File: src/rtl/idxreg_pkg.sv
package idxreg_pkg;

    localparam int DATA_W = 32;
    localparam int OFFS_W = 4;

    typedef enum logic [1:0] {
        ACC_NONE     = 2'd0,
        ACC_DIRECT   = 2'd1,
        ACC_IDX_PTR  = 2'd2,
        ACC_IDX_PORT = 2'd3
    } acc_kind_e;

    typedef struct packed {
        acc_kind_e kind;
        logic      rd;
        logic      wr;
    } dec_t;

    function automatic logic [DATA_W-1:0] dir_rst_val(int k);
        return DATA_W'(32'hC0DE_0000 + k);
    endfunction

    function automatic logic [DATA_W-1:0] bank_rst_val(int j);
        return DATA_W'(32'h1DA7_0000 + j);
    endfunction

endpackage

File: src/rtl/idxreg_decode.sv
module idxreg_decode
    import idxreg_pkg::*;
#(
    parameter int N_DIRECT = 4
) (
    input  logic              sel,
    input  logic              wr_en,
    input  logic [OFFS_W-1:0] offset,
    output dec_t              dec
);

    localparam logic [OFFS_W-1:0] PTR_OFFS  = OFFS_W'(N_DIRECT);
    localparam logic [OFFS_W-1:0] PORT_OFFS = OFFS_W'(N_DIRECT + 1);

    always_comb begin
        dec.rd = sel && !wr_en;
        dec.wr = sel && wr_en;
        if (!sel) begin
            dec.kind = ACC_NONE;
        end else if (offset < PTR_OFFS) begin
            dec.kind = ACC_DIRECT;
        end else if (offset == PTR_OFFS) begin
            dec.kind = ACC_IDX_PTR;
        end else if (offset == PORT_OFFS) begin
            dec.kind = ACC_IDX_PORT;
        end else begin
            dec.kind = ACC_NONE;
        end
    end

endmodule

File: src/rtl/idxreg_direct_bank.sv
module idxreg_direct_bank
    import idxreg_pkg::*;
#(
    parameter int N_DIRECT = 4,
    parameter int DSEL_W   = 2
) (
    input  logic              clk,
    input  logic              rst,
    input  logic              we,
    input  logic [DSEL_W-1:0] dsel,
    input  logic [DATA_W-1:0] wdata,
    output logic [DATA_W-1:0] rd_val
);

    logic [DATA_W-1:0] regs_q [N_DIRECT];

    for (genvar k = 0; k < N_DIRECT; k++) begin : g_reg
        always_ff @(posedge clk) begin
            if (rst) begin
                regs_q[k] <= dir_rst_val(k);
            end else if (we && dsel == DSEL_W'(k)) begin
                regs_q[k] <= wdata;
            end
        end
    end

    always_comb begin
        rd_val = '0;
        for (int k = 0; k < N_DIRECT; k++) begin
            if (dsel == DSEL_W'(k)) begin
                rd_val = regs_q[k];
            end
        end
    end

endmodule

File: src/rtl/idxreg_index_bank.sv
module idxreg_index_bank
    import idxreg_pkg::*;
#(
    parameter int N_INDEXED = 8,
    parameter int IDX_W     = 8
) (
    input  logic              clk,
    input  logic              rst,
    input  logic              ptr_we,
    input  logic              port_we,
    input  logic [DATA_W-1:0] wdata,
    output logic [IDX_W-1:0]  idx_q,
    output logic [DATA_W-1:0] port_val
);

    localparam int SEL_W = (N_INDEXED > 1) ? $clog2(N_INDEXED) : 1;

    logic [DATA_W-1:0] bank_q [N_INDEXED];
    logic              in_range;
    logic [SEL_W-1:0]  entry;

    assign in_range = (idx_q < IDX_W'(N_INDEXED));
    assign entry    = idx_q[SEL_W-1:0];

    always_ff @(posedge clk) begin
        if (rst) begin
            idx_q <= '0;
        end else if (ptr_we) begin
            idx_q <= wdata[IDX_W-1:0];
        end
    end

    for (genvar j = 0; j < N_INDEXED; j++) begin : g_ent
        always_ff @(posedge clk) begin
            if (rst) begin
                bank_q[j] <= bank_rst_val(j);
            end else if (port_we && in_range && entry == SEL_W'(j)) begin
                bank_q[j] <= wdata;
            end
        end
    end

    always_comb begin
        port_val = '0;
        for (int j = 0; j < N_INDEXED; j++) begin
            if (in_range && entry == SEL_W'(j)) begin
                port_val = bank_q[j];
            end
        end
    end

endmodule

File: src/rtl/idxreg_slave.sv
module idxreg_slave
    import idxreg_pkg::*;
#(
    parameter int N_DIRECT  = 4,
    parameter int N_INDEXED = 8,
    parameter int IDX_W     = 8
) (
    input  logic              clk,
    input  logic              rst,
    input  logic              sel,
    input  logic              wr_en,
    input  logic [OFFS_W-1:0] offset,
    input  logic [DATA_W-1:0] wdata,
    output logic [DATA_W-1:0] rdata,
    output logic              rvalid
);

    localparam int DSEL_W = (N_DIRECT > 1) ? $clog2(N_DIRECT) : 1;

    dec_t              dec;
    logic [DATA_W-1:0] dir_val;
    logic [DATA_W-1:0] port_val;
    logic [IDX_W-1:0]  idx_q;
    logic [DATA_W-1:0] rd_mux;

    idxreg_decode #(
        .N_DIRECT(N_DIRECT)
    ) u_dec (
        .sel    (sel),
        .wr_en  (wr_en),
        .offset (offset),
        .dec    (dec)
    );

    idxreg_direct_bank #(
        .N_DIRECT(N_DIRECT),
        .DSEL_W  (DSEL_W)
    ) u_dir (
        .clk    (clk),
        .rst    (rst),
        .we     (dec.wr && dec.kind == ACC_DIRECT),
        .dsel   (offset[DSEL_W-1:0]),
        .wdata  (wdata),
        .rd_val (dir_val)
    );

    idxreg_index_bank #(
        .N_INDEXED(N_INDEXED),
        .IDX_W    (IDX_W)
    ) u_bank (
        .clk      (clk),
        .rst      (rst),
        .ptr_we   (dec.wr && dec.kind == ACC_IDX_PTR),
        .port_we  (dec.wr && dec.kind == ACC_IDX_PORT),
        .wdata    (wdata),
        .idx_q    (idx_q),
        .port_val (port_val)
    );

    always_comb begin
        unique case (dec.kind)
            ACC_DIRECT:   rd_mux = dir_val;
            ACC_IDX_PTR:  rd_mux = DATA_W'(idx_q);
            ACC_IDX_PORT: rd_mux = port_val;
            default:      rd_mux = '0;
        endcase
    end

    always_ff @(posedge clk) begin
        if (rst) begin
            rdata  <= '0;
            rvalid <= 1'b0;
        end else begin
            rvalid <= dec.rd;
            rdata  <= dec.rd ? rd_mux : '0;
        end
    end

endmodule

File: config.mk
export PLATFORM = sky130hd
export DESIGN_NAME = idxreg_slave
export DESIGN_NICKNAME = d
export VERILOG_FILES = /design/src/rtl/idxreg_pkg.sv /design/src/rtl/idxreg_decode.sv /design/src/rtl/idxreg_direct_bank.sv /design/src/rtl/idxreg_index_bank.sv /design/src/rtl/idxreg_slave.sv
export SDC_FILE = /design/constraint.sdc
export NUM_CORES = 1
export LEC_CHECK = 0
export ABC_CLOCK_PERIOD_IN_PS = 7200
export BUFFER_PORTS_ARGS = -buffer_cell sky130_fd_sc_hd__buf_2
export CORE_MARGIN = 5
export CORE_UTILIZATION = 51
export DETAILED_ROUTE_END_ITERATION = 7
export HOLD_SLACK_MARGIN = 0.12
export PLACE_DENSITY_LB_ADDON = 0.1
export SYNTH_ARGS = -nofsm -noshare
export SYNTH_HDL_FRONTEND = slang
export SYNTH_SLANG_ARGS = --single-unit
File: constraint.sdc
create_clock -name clk -period 7.2 [get_ports clk]
set_input_delay 0.36 -clock clk [delete_from_list [all_inputs] [get_ports clk]]
set_output_delay 0.36 -clock clk [all_outputs]
set_load 0.02 [all_outputs]
======== After elaboration in Yosys (flattened, before gate mapping) ========
Memories as Yosys holds them, arrays and structs flattened.
Cells that the tools add are included.
word-level totals
  bits in writable memories ............... 384
  bits of input ports ..................... 40
  flip-flop bits (word level) ............. 41
  memories kept ........................... 2
operators by class
  mux-type cells .......................... 67
  bitwise logic cells ..................... 13
  reduce and logical (&&, ||, !) cells .... 30
  equal/unequal tests ..................... 15
  $lt $le $gt $ge ......................... 2
memory list
  memory         depth  bits a word  rd ports  clocked after Yosys merged registers in  write ports  line                      RTL
  u_bank.bank_q  8      32           8         0                                        8            idxreg_index_bank.sv:18   logic [DATA_W-1:0] bank_q [N_INDEXED];
  u_dir.regs_q   4      32           4         0                                        4            idxreg_direct_bank.sv:15  logic [DATA_W-1:0] regs_q [N_DIRECT];
operators with widths
  cell                                                 number
  two-way mux 32 bit                                   24
  case mux 32 bit (3 select lines)                     1
  two-way mux 1 bit                                    38
  logical AND 1 bit                                    26
  equality test 3 bit, second input constant           4
  bitwise OR 1 bit                                     12
  equality test 2 bit, second input constant           4
  equality test 4 x 3 -> 1 bit, second input constant  2
  < comparator 8 x 4 -> 1 bit, second input constant   1
  two-way mux 2 bit                                    4
  equality test 3 x 2 -> 1 bit, second input constant  2
  equality test 2 x 1 -> 1 bit, second input constant  2
  < comparator 4 x 3 -> 1 bit, second input constant   1
  equality test 3 x 1 -> 1 bit, second input constant  1
  zero test 3 bit                                      1
  zero test 2 bit                                      1
  OR reduction 2 bit                                   1
  zero test 1 bit                                      1
  NOT 1 bit                                            1

======== Longest topological paths before layout ========
Gate-level depths: netlist of run 1.
  depth in word-level cells ............... 13
  depth in mapped cells ................... 7
  depth with buffers taken out ............ 4

======== By module ========
A second synthesis of run 1 with hierarchy kept.
second synthesis, totals
  cells, all modules ...................... 1585
  area, all modules ....................... 19571.3 um2
modules (own cells, without submodules)
  module              seq. area each (um2)  instances  area an instance (um2)  cells an instance
  idxreg_index_bank   7847.5                1          12612.1                 1096
  idxreg_direct_bank  3843.7                1          5631.7                  360
  idxreg_slave        660.6                 1          1285.0                  123
  idxreg_decode       0.0                   1          42.5                    6

======== Least setup slack after synthesis of run 1 ========
No wires, ideal clock.
  path type ............................... reg-to-reg
  start ................................... register u_bank.idx_q[0]
  end ..................................... memory u_bank.bank_q[7][4], in the netlist u_bank.bank_q[1][100] (enable)
  data required time ...................... 6772 ps
  buffers on the path ..................... 3
  data arrival time ....................... 2787 ps
  stages on the path, launching flop included .. 6
  setup slack ............................. 3985 ps
  clock period less this slack ............ 3215 ps
  path through ............................ dfxtp_1 -> buf_2 -> clkbuf_1 -> nand4_1 -> clkbuf_1 -> o21bai_1
RTL lines
  item                    line                     RTL
  start, declared         idxreg_index_bank.sv:12  output logic [IDX_W-1:0] idx_q,
  start signal, assigned  idxreg_index_bank.sv:29  idx_q <= wdata[IDX_W-1:0];
  end, declared           idxreg_index_bank.sv:18

==> results of run 1 <==
critical path, cell delays in order (launching register included):
cell	delay (ns)
dfxtp_4	0.64
buf_4	0.50
buf_4	0.63
nand2_1	0.24
nor3_4	0.61
buf_4	0.41
nand2b_1	0.10
worst paths after layout:
kind | startpoint | end | slack (ns)
hold / removal | wdata[30] | u_dir.regs_q[2][30]$_SDFFCE_PN1P_ | 0.20
setup / recovery | u_bank.idx_q[0]$_SDFFE_PP0P_ | u_bank.bank_q[0][114]$_SDFFCE_PN1P_ | 3.77
setup reg to reg | u_bank.idx_q[0]$_SDFFE_PP0P_ | u_bank.bank_q[0][114]$_SDFFCE_PN1P_ | 3.77
hold reg to reg | u_bank.idx_q[6]$_SDFFE_PP0P_ | u_bank.idx_q[6]$_SDFFE_PP0P_ | 0.55
state kept, by name (all words and copies together), names as in the netlist:
register,flops
rdata,32
u_bank.bank_q,256
u_bank.idx_q,8
u_dir.regs_q,128
rvalid,1
where the power goes:
group	internal, mW	leakage [nW]	switching, mW
clock	1.32	0.719	0.963
combinational	0.0793	2.34	0.155
sequential	2.76	3.94	0.0216
total	4.16	7.00	1.14
per-layer routing:
metal	share of wire [%]	wire length, um
met5	0	0
met1	44	21880
met3	6.9	3395
met2	47	23020
met4	1.9	959
logic make-up after synthesis:
family	Yosys count	share of synthesized area, %
buffers and inverters	132	2.744
and+or+nand+nor	492	16.08
muxes	103	9.619
DFF	425	64.82
AOI/OAI and AO/OA	178	6.743
cell usage after synthesis, types with 3 or more instances:
cell,n
a211oi_1,22
a21o_1,7
a22oi_1,9
a2bb2oi_1,51
a31o_2,3
and2_1,265
buf_1,11
buf_2,17
clkbuf_1,100
dfxtp_1,41
edfxtp_1,384
mux2_2,11
mux2i_1,29
mux4_2,63
nand2_1,6
nand2b_1,110
nand3_1,24
nor2_1,17
nor2b_1,26
nor3_1,7
nor3_4,3
o21ai_0,48
o221ai_1,5
o22a_1,6
o22ai_1,18
or3_1,20
area by class of cell:
cell class | count | area [sq um] | area share (%)
clock inverters | 18 | 115.1 | 0.5420
clock buffers | 66 | 1330 | 6.263
flip-flops and latches | 425 | 12360 | 58.20
well taps | 468 | 585.6 | 2.757
inverters | 1 | 3.754 | 0.01768
repair buffers | 100 | 573.1 | 2.698
multi-input cells | 773 | 6265 | 29.50
diodes | 2 | 5.005 | 0.02357
what timing repair did:
action / 4_1_cts / 5_1_grt
endpoints found under the hold margin: 1 / 0
endpoints found under the setup margin: 0 / 0
hold buffers: 1 / 0
placed cells by master, fill, tap and decap left out, types with 14 or more instances in the layout:
cell type | netlist | layout
nand2b_1 | 110 | 110
nand3_1 | 24 | 24
dfxtp_1 | 41 | 39
nor2b_1 | 26 | 26
mux2i_1 | 29 | 29
nor2_1 | 17 | 14
or3_1 | 20 | 20
buf_2 | 17 | 72
a211oi_1 | 22 | 22
and2_1 | 265 | 265
clkbuf_16 | 0 | 49
mux4_2 | 63 | 63
a2bb2oi_1 | 51 | 51
buf_4 | 1 | 27
edfxtp_1 | 384 | 384
o21ai_0 | 48 | 48
o22ai_1 | 18 | 18
stage by stage:
| stage | util (%) | area, sq um | power [mW] |
|---|---|---|---|
| floorplan | - | 19060 | 2.969 |
| global route | 57.72 | 21230 | 5.454 |
| global placement | 53.76 | 19780 | 3.064 |
| detailed placement | 53.76 | 19780 | 3.069 |
| finish | 57.73 | 21240 | 5.297 |
| CTS | 57.72 | 21230 | 5.329 |
==> flow_summary_export.csv, run 1 <==
group,metric,value,unit
yosys,ys_types,50,
final_layout,layout-drive-gt1-share,19.74,%
placement,placedCellCount,1766,
job,maxCapViolations,0,
sta,rsz0062_at_grt,"no",
grt,grt_first_pass_wirelength,74050,um
sta,timing.hold.ws,0.1963,ns
floorplanning,die_height,203.3,um
yosys,synth_top_area_cell,"edfxtp_1",
sta,hold_viol,0,
worst_setup_path,crit_path_start_kind,"register",
grt,grtUsageMet2,37.46,%
floorplanning,die_w,203.3,um
yosys,syn-cell-area,19060,sq um
sta,fin_worst_skew,0.01802,ns
yosys,synth_top_area_share,60.51,%
grt,first_global_vias,11441,
clock_network,cts_tree,"yes",
final_layout,fillCellCount,2936,
sta,fin_setup_tns,0,ns
placement,port_buffers,72,
grt,grt.met1_usage,35.07,%
grt,overflow,0,
grt,met3_usage,4.500,%
floorplanning,start_util,51.81,%
clock_network,post_cts_resized,0,
sta,worstMarginPinSlew,1.282,ns
yosys,syn-instance-count,1330,
sta,relSlewSlack,14.09,%
yosys,synth_top_cells_by_area,"edfxtp_1, and2_1, mux4_2, dfxtp_1, nand2b_1",
power_and_ir_drop,p_leak,6.997,nW
floorplanning,core-area,36790,sq um
yosys,yosysSeqAreaShare,64.82,%
yosys,yosysWarnings,0,
placement,hpwlAfterDp,28870,um
sta,period_share,47.65,%
yosys,ys_ff_latch,425,
grt,antenna_found_initial,2,
floorplanning,die_area,41330,sq um
clock_network,cts_setup_buffers,0,
sta,worst_slack,3.769,ns
floorplanning,io-pin-count,73,
routing,vias,11141,
worst_setup_path,worst-path-max-fanout,44,
power_and_ir_drop,power_density,249.4,nW/um^2
yosys,synth_area_per_cell,14.33,sq um
clock_network,clockBufferDepth,3,
clock_network,insertion_delay,0.57,ns
yosys,synth_edf_count,384,
placement,gp_congestion,0.7745,
floorplanning,rows,70,
worst_setup_path,r2r_cells,6,
sta,fmax,291.5,MHz
sta,slew_violations,0,
final_layout,final_nets,1387,
placement,dp_slack,3.573,ns
routing,drt-total-wl,49260,um
clock_network,clock_sinks,425,
routing,first_iter_violations,1152,
clock_network,h-tree-depth,2,
final_layout,layout.cells.non_filler,1853,
worst_setup_path,arrival,3.75,ns
clock_network,path_clk_slew,0.06,ns
routing,drc,0,
routing,wire_per_inst,26.58,um
power_and_ir_drop,vdd_drop_max,0.0001884,V
worst_setup_path,criticalPathCategory,"register to register",
hold_path,min_path_type,"input port to register",
final_layout,syn_to_final_growth,11.44,%
yosys,synthFlopType,"edfxtp_1",
grt,grt-busiest-layer,"met2",
worst_setup_path,worstPathRequired,7.52,ns
routing,drtAntennaViolNets,0,
routing,via_per_inst,6.012,
outcome,outcome,"completed",
hold_path,whs_path_depth,2,
routing,drt-pass1-iter-count,5,
yosys,syn_nets,1370,
clock_network,cts_buffers,46,
grt,grt_use_total,23.94,%
worst_setup_path,end_kind,"register",
grt,grt_start_max_net_pins,64,
clock_network,cts-root-buf,"clkbuf_16",
sta,period_needed,3.431,ns
sta,final-setup-viol-count,0,
yosys,async_flop_share,0,%
No activity file was read; power rests on OpenSTA's default activity.
==> run 2, diff against run 1 <==
ABC_AREA = 1   (was default)
ABC_CLOCK_PERIOD_IN_PS = 3300   (was 7200)
clock period = 3.3 ns   (was 7.2 ns; I/O delays follow)
==> run 2 against run 1 <==
  * Sequential power grew 120%
  * Sequential share of layout area grew 2.2 points
  * Hold slack lost 0.042 ns
  * Global-route usage grew 0.36 points
  * Final area shrank 3.8%
  * Non-clock buffer count grew 27
  * Routed wire length shrank 3.0%
  * Area after synthesis shrank 5.3%
  * Critical path type unchanged
  * Critical endpoint is now u_bank.bank_q[0][20]$_SDFFCE_PN0P_
==> flow_summary_export.csv, run 2 <==
group,metric,value,unit
yosys,synthFlopType,"edfxtp_1",
final_layout,final_nets,1778,
clock_network,insertion_delay,0.54,ns
floorplanning,rows,69,
routing,drtAntennaViolNets,0,
yosys,syn_nets,1732,
clock_network,path_clk_slew,0.06,ns
grt,grt_first_pass_wirelength,73130,um
worst_setup_path,criticalPathCategory,"register to register",
final_layout,final_cell_mix,"edfxtp_1, nor2_1, nand2_1",
floorplanning,io-pin-count,73,
clock_network,cts_setup_buffers,0,
sta,worstMarginPinSlew,0.9211,ns
worst_setup_path,worstPathRequired,3.68,ns
final_layout,antenna_cells,0,
worst_setup_path,end_kind,"register",
routing,via_per_inst,5.588,
yosys,ys_types,28,
floorplanning,core-area,35220,sq um
clock_network,post_cts_resized,0,
sta,fmax,383.0,MHz
sta,worst_slack,0.6892,ns
grt,first_global_vias,12232,
sta,period_share,79.12,%
clock_network,cts-root-buf,"clkbuf_16",
routing,drt-total-wl,47790,um
outcome,outcome,"completed",
yosys,async_flop_share,0,%
sta,hold_viol,0,
yosys,syn-instance-count,1692,
power_and_ir_drop,seqPwrFrac,52.7,%
job,maxCapViolations,0,
yosys,yosysMostFrequentCell,"edfxtp_1",
placement,gp_congestion,0.7967,
yosys,synthTopCellsByCount,"edfxtp_1, nor2_1, nand2_1",
clock_network,cts_tree,"yes",
routing,first_iter_violations,943,
clock_network,h-tree-depth,2,
worst_setup_path,arrival,2.99,ns
placement,port_buffers,72,
placement,postPlaceCellArea,18940,sq um
yosys,yosysWarnings,0,
hold_path,min_path_type,"input port to register",
final_layout,top_regs,"u_bank.bank_q x256, u_dir.regs_q x128, rdata x32",
clock_network,clock_sinks,425,
final_layout,regArea,12350,sq um
final_layout,multi_input_area,4812,sq um
routing,wire_per_inst,21.37,um
grt,antenna_found_initial,0,
yosys,synth_area_per_cell,10.67,sq um
power_and_ir_drop,p_comb_share,4.9,%
sta,final-setup-viol-count,0,
sta,slew_violations,0,
yosys,synth_edf_count,384,
worst_setup_path,crit_path_start_kind,"register",
power_and_ir_drop,power_density,562.1,nW/um^2
sta,fin_worst_skew,0.008034,ns
yosys,synth_top_area_cell,"edfxtp_1",
final_layout,final_common_cell,"edfxtp_1",
floorplanning,start_util,51.24,%
grt,grt_start_max_net_pins,42,
yosys,syn-cell-area,18050,sq um
worst_setup_path,worst-path-max-fanout,41,
routing,drc,0,
power_and_ir_drop,p_leak,7.485,nW
final_layout,regMostFlops,"u_bank.bank_q",
routing,vias,12495,
power_and_ir_drop,p_switching,2.534,mW
yosys,ys_ff_latch,425,
final_layout,fillCellCount,3041,
final_layout,fin_util,58.02,%
final_layout,syn_to_final_growth,13.23,%
placement,hpwlAfterDp,31020,um
sta,timing.hold.ws,0.1543,ns
sta,relSlewSlack,38.36,%
final_layout,largest_reg_flops,256,
clock_network,clockBufferDepth,3,
yosys,synth_top_cells_by_area,"edfxtp_1, nor2_1, nand2_1, dfxtp_1, o21ai_0",
power_and_ir_drop,p_int,8.954,mW
final_layout,layout-drive-gt1-share,14.31,%
placement,dp_slack,0.6179,ns
grt,grt_use_total,24.30,%
floorplanning,die_area,39250,sq um
power_and_ir_drop,switching_share,22.06,%
yosys,yosysSeqAreaShare,68.43,%
final_layout,final_area,20440,sq um
power_and_ir_drop,total_power,11.49,mW
grt,overflow,0,
power_and_ir_drop,vdd_drop_max,0.0003894,V
power_and_ir_drop,clock_power_share,42.4,%
yosys,synth_top_area_share,63.88,%
sta,period_needed,2.611,ns
routing,drt-pass1-iter-count,5,
clock_network,cts_buffers,45,
floorplanning,die_height,198.1,um
sta,rsz0062_at_grt,"no",
floorplanning,die_w,198.1,um
==> run 2: worst max-delay path, stage by stage (launching register included) <==
cell	delay (ns)
dfxtp_1	0.33
nor2_2	0.13
nand2_1	0.10
nor2_4	0.16
buf_4	0.43
nand2_2	0.17
nor3_4	0.54
inv_2	0.38
nor2_1	0.20
==> run 2: power by group through the flow <==
| stage | registers (mW) | clock network, mW | logic, mW |
|---|---|---|---|
| final | 6.06 | 4.87 | 0.563 |
| after global routing | 6.07 | 5.16 | 0.610 |
| after CTS | 6.06 | 4.92 | 0.568 |
| after detailed placement | 6.17 | 0 | 0.559 |
| after global placement | 6.17 | 0 | 0.555 |
| after floorplan | 6.18 | 0 | 0.310 |
==> run 2: repair_timing <==
action | in CTS | in global routing
setup endpoints to repair | 0 | 0
hold endpoints to repair | 7 | 0
hold buffers | 8 | 0
==> run 2: final timing paths <==
path	startpoint	to	slack, ns	depth (start not counted)
worst max register to register	u_bank.idx_q[4]$_SDFFE_PP0P_	u_bank.bank_q[0][20]$_SDFFCE_PN0P_	0.69	8
worst min register to register	u_bank.idx_q[7]$_SDFFE_PP0P_	u_bank.idx_q[7]$_SDFFE_PP0P_	0.50	2
worst min-delay path	wdata[18]	u_bank.bank_q[1][82]$_SDFFCE_PN1P_	0.15	3
worst max-delay path	u_bank.idx_q[4]$_SDFFE_PP0P_	u_bank.bank_q[0][20]$_SDFFCE_PN0P_	0.69	8
==> run 2: area by class of cell <==
type                       count  area share (%)
inverter                     117           2.149
multi-input combinational   1022           23.54
sequential                   425           60.43
clock inverter                26          0.8693
timing repair buffer         127           4.126
clock buffer                  58           6.054
tap                          461           2.822
==> run 2: metrics by stage <==
| step | setup TNS, ns | cells |
|---|---|---|
| floorplan | -23.20 | 1692 |
| global placement | 0 | 2144 |
| detailed placement | 0 | 2144 |
| CTS | 0 | 2236 |
| global route | 0 | 2236 |
| finish | 0 | 2236 |
==> run 2: cells by family after synthesis <==
logic type / after synthesis / synth area share [%]
compound gates: 271 / 8.110
flops: 425 / 68.43
simple gates: 751 / 17.81
buf+inv: 245 / 5.650
==> run 2: layer usage <==
layer	track usage (%)	up-vias	wire [um]
li1	-	5881	-
met3	2.995	83	2860
met2	41.02	413	23680
met1	33.77	6118	20060
met5	0	-	0
met4	6.427	0	1189
==> run 3, diff against run 2 <==
ABC_AREA = 0   (was 1)
ABC_CLOCK_PERIOD_IN_PS = 2580   (was 3300)
clock period = 2.58 ns   (was 3.3 ns; I/O delays follow)
==> run 3 against run 2 <==
  * Setup slack worse by 0.44 ns
  * Sequential share of layout area is 4.8 points lower
  * Cell count fell by 13%
  * Via count is 9.2% lower
  * Register-to-register slack got worse by 0.44 ns
  * Clock-buffer cell count rose by 12
  * Final area rose by 8.7%
==> flow_summary_export.csv, run 3 (synthesis results as in run 1) <==
group,metric,value,unit
outcome,outcome,"completed",
power_and_ir_drop,power_density,671.3,nW/um^2
grt,grtUsageMet2,37.89,%
final_layout,largest_reg_flops,256,
routing,wire_per_inst,25.33,um
clock_network,h-tree-depth,2,
final_layout,top_regs,"u_bank.bank_q x256, u_dir.regs_q x128, rdata x32",
routing,drt-total-wl,49100,um
job,maxCapViolations,0,
worst_setup_path,cpPeakStageDelay,0.56,ns
final_layout,fin_util,60.37,%
final_layout,syn_to_final_growth,16.54,%
routing,via_per_inst,5.856,
clock_network,path_clk_slew,0.06,ns
sta,period_needed,2.330,ns
sta,rsz0062_at_grt,"no",
grt,grt.met1_usage,34.58,%
worst_setup_path,end_kind,"register",
clock_network,post_cts_resized,0,
sta,period_share,90.30,%
worst_setup_path,crit_path_start_kind,"register",
clock_network,clock_sinks,425,
routing,drtAntennaViolNets,0,
floorplanning,io-pin-count,73,
final_layout,final_common_cell,"edfxtp_1",
final_layout,antenna_cells,0,
final_layout,final_nets,1474,
power_and_ir_drop,vdd_drop_max,0.0004236,V
grt,first_global_vias,11555,
placement,gp_congestion,0.7997,
final_layout,final_cell_mix,"edfxtp_1, and2_1, nand2b_1",
grt,grt_first_pass_wirelength,74160,um
hold_path,min_path_type,"input port to register",
worst_setup_path,cp_slowest_cell,"or4_4",
clock_network,cts-root-buf,"clkbuf_16",
final_layout,multi_input_area,6265,sq um
placement,hpwlAfterDp,31210,um
clock_network,cts_buffers,46,
sta,final-setup-viol-count,0,
final_layout,regArea,12360,sq um
grt,met3_usage,4.723,%
placement,postPlaceCellArea,20380,sq um
floorplanning,core-area,36790,sq um
routing,first_iter_violations,937,
clock_network,cts_tree,"yes",
floorplanning,die_w,203.3,um
floorplanning,start_util,51.81,%
routing,drt-pass1-iter-count,5,
routing,vias,11348,
power_and_ir_drop,p_leak,7.467,nW
worst_setup_path,crit_chain,"or4_4 > or3_4 > nor2_1 > a31o_2 > buf_12",
sta,fmax,429.2,MHz
final_layout,final_area,22210,sq um
sta,fin_setup_tns,0,ns
worst_setup_path,worstPathRequired,2.84,ns
worst_setup_path,arrival,2.59,ns
clock_network,insertion_delay,0.57,ns
sta,hold_viol,0,
grt,grt-busiest-layer,"met2",
sta,relSlewSlack,29.72,%
final_layout,fillCellCount,2803,
sta,fin_worst_skew,0.01168,ns
grt,grt_start_max_net_pins,40,
grt,grt_use_total,23.97,%
placement,port_buffers,72,
grt,overflow,0,
floorplanning,rows,70,
sta,slew_violations,0,
grt,antenna_found_initial,2,
floorplanning,die_height,203.3,um
final_layout,layout-drive-gt1-share,22.04,%
worst_setup_path,criticalPathCategory,"register to register",
routing,drc,0,
floorplanning,die_area,41330,sq um
final_layout,regMostFlops,"u_bank.bank_q",
worst_setup_path,worst-path-max-fanout,24,
clock_network,clockBufferDepth,3,
sta,worstMarginPinSlew,1.046,ns
-- run 3: layout make-up --
cell class	count	share of cell area [%]
clock inverter	14	0.4225
multi-input combinational	773	28.21
timing repair buffer	187	6.873
sequential	425	55.65
inverter	1	0.01690
clock buffer	70	6.192
tap	468	2.637
-- run 3: metrics by stage --
step / power (mW) / instances / setup slack, ns / hold WS [ns]
final: 14.91 / 1938 / 0.2503 / 0.1714
after global routing: 15.38 / 1938 / 0.1857 / 0.1848
after CTS: 15.03 / 1938 / 0.2565 / 0.1357
after detailed placement: 8.628 / 1818 / 0.2782 / 0.4261
after global placement: 8.609 / 1818 / 0.3020 / 0.4225
after floorplan: 8.285 / 1330 / 0.04170 / 0.2507
-- run 3: worst paths after layout --
path | startpoint | to | slack (ns) | depth (start not counted)
max | u_bank.idx_q[3]$_SDFFE_PP0P_ | u_bank.bank_q[0][110]$_SDFFCE_PN0P_ | 0.25 | 5
min | offset[3] | rdata[9]$_SDFF_PP0_ | 0.17 | 4
max reg2reg | u_bank.idx_q[3]$_SDFFE_PP0P_ | u_bank.bank_q[0][110]$_SDFFCE_PN0P_ | 0.25 | 5
min reg2reg | u_bank.idx_q[5]$_SDFFE_PP0P_ | u_bank.idx_q[5]$_SDFFE_PP0P_ | 0.56 | 2
-- run 3: what timing repair did --
action / 4_1_cts / 5_1_grt
hold endpoints to repair: 397 / 0
setup buffers: 0 / 0
hold buffers: 36 / 0
-- run 3: critical path, delay by kind of cell (launching register included) --
| kind | cells | cell delay, ns |
|---|---|---|
| and+or+nand+nor | 3 | 1.25 |
| AOI/OAI and AO/OA | 1 | 0.24 |
| DFF | 1 | 0.33 |
| buffers and inverters | 1 | 0.20 |
-- run 3: where the power goes --
part | internal, mW | switching, mW
clock network | 3.76 | 2.63
registers | 7.69 | 0.0618
logic | 0.310 | 0.454
-- run 3: layer usage --
layer	up-vias	share of wire [%]
li1	5138	-
met1	5719	43
met2	413	47
met3	76	7.3
met4	2	2.3
met5	-	0.026
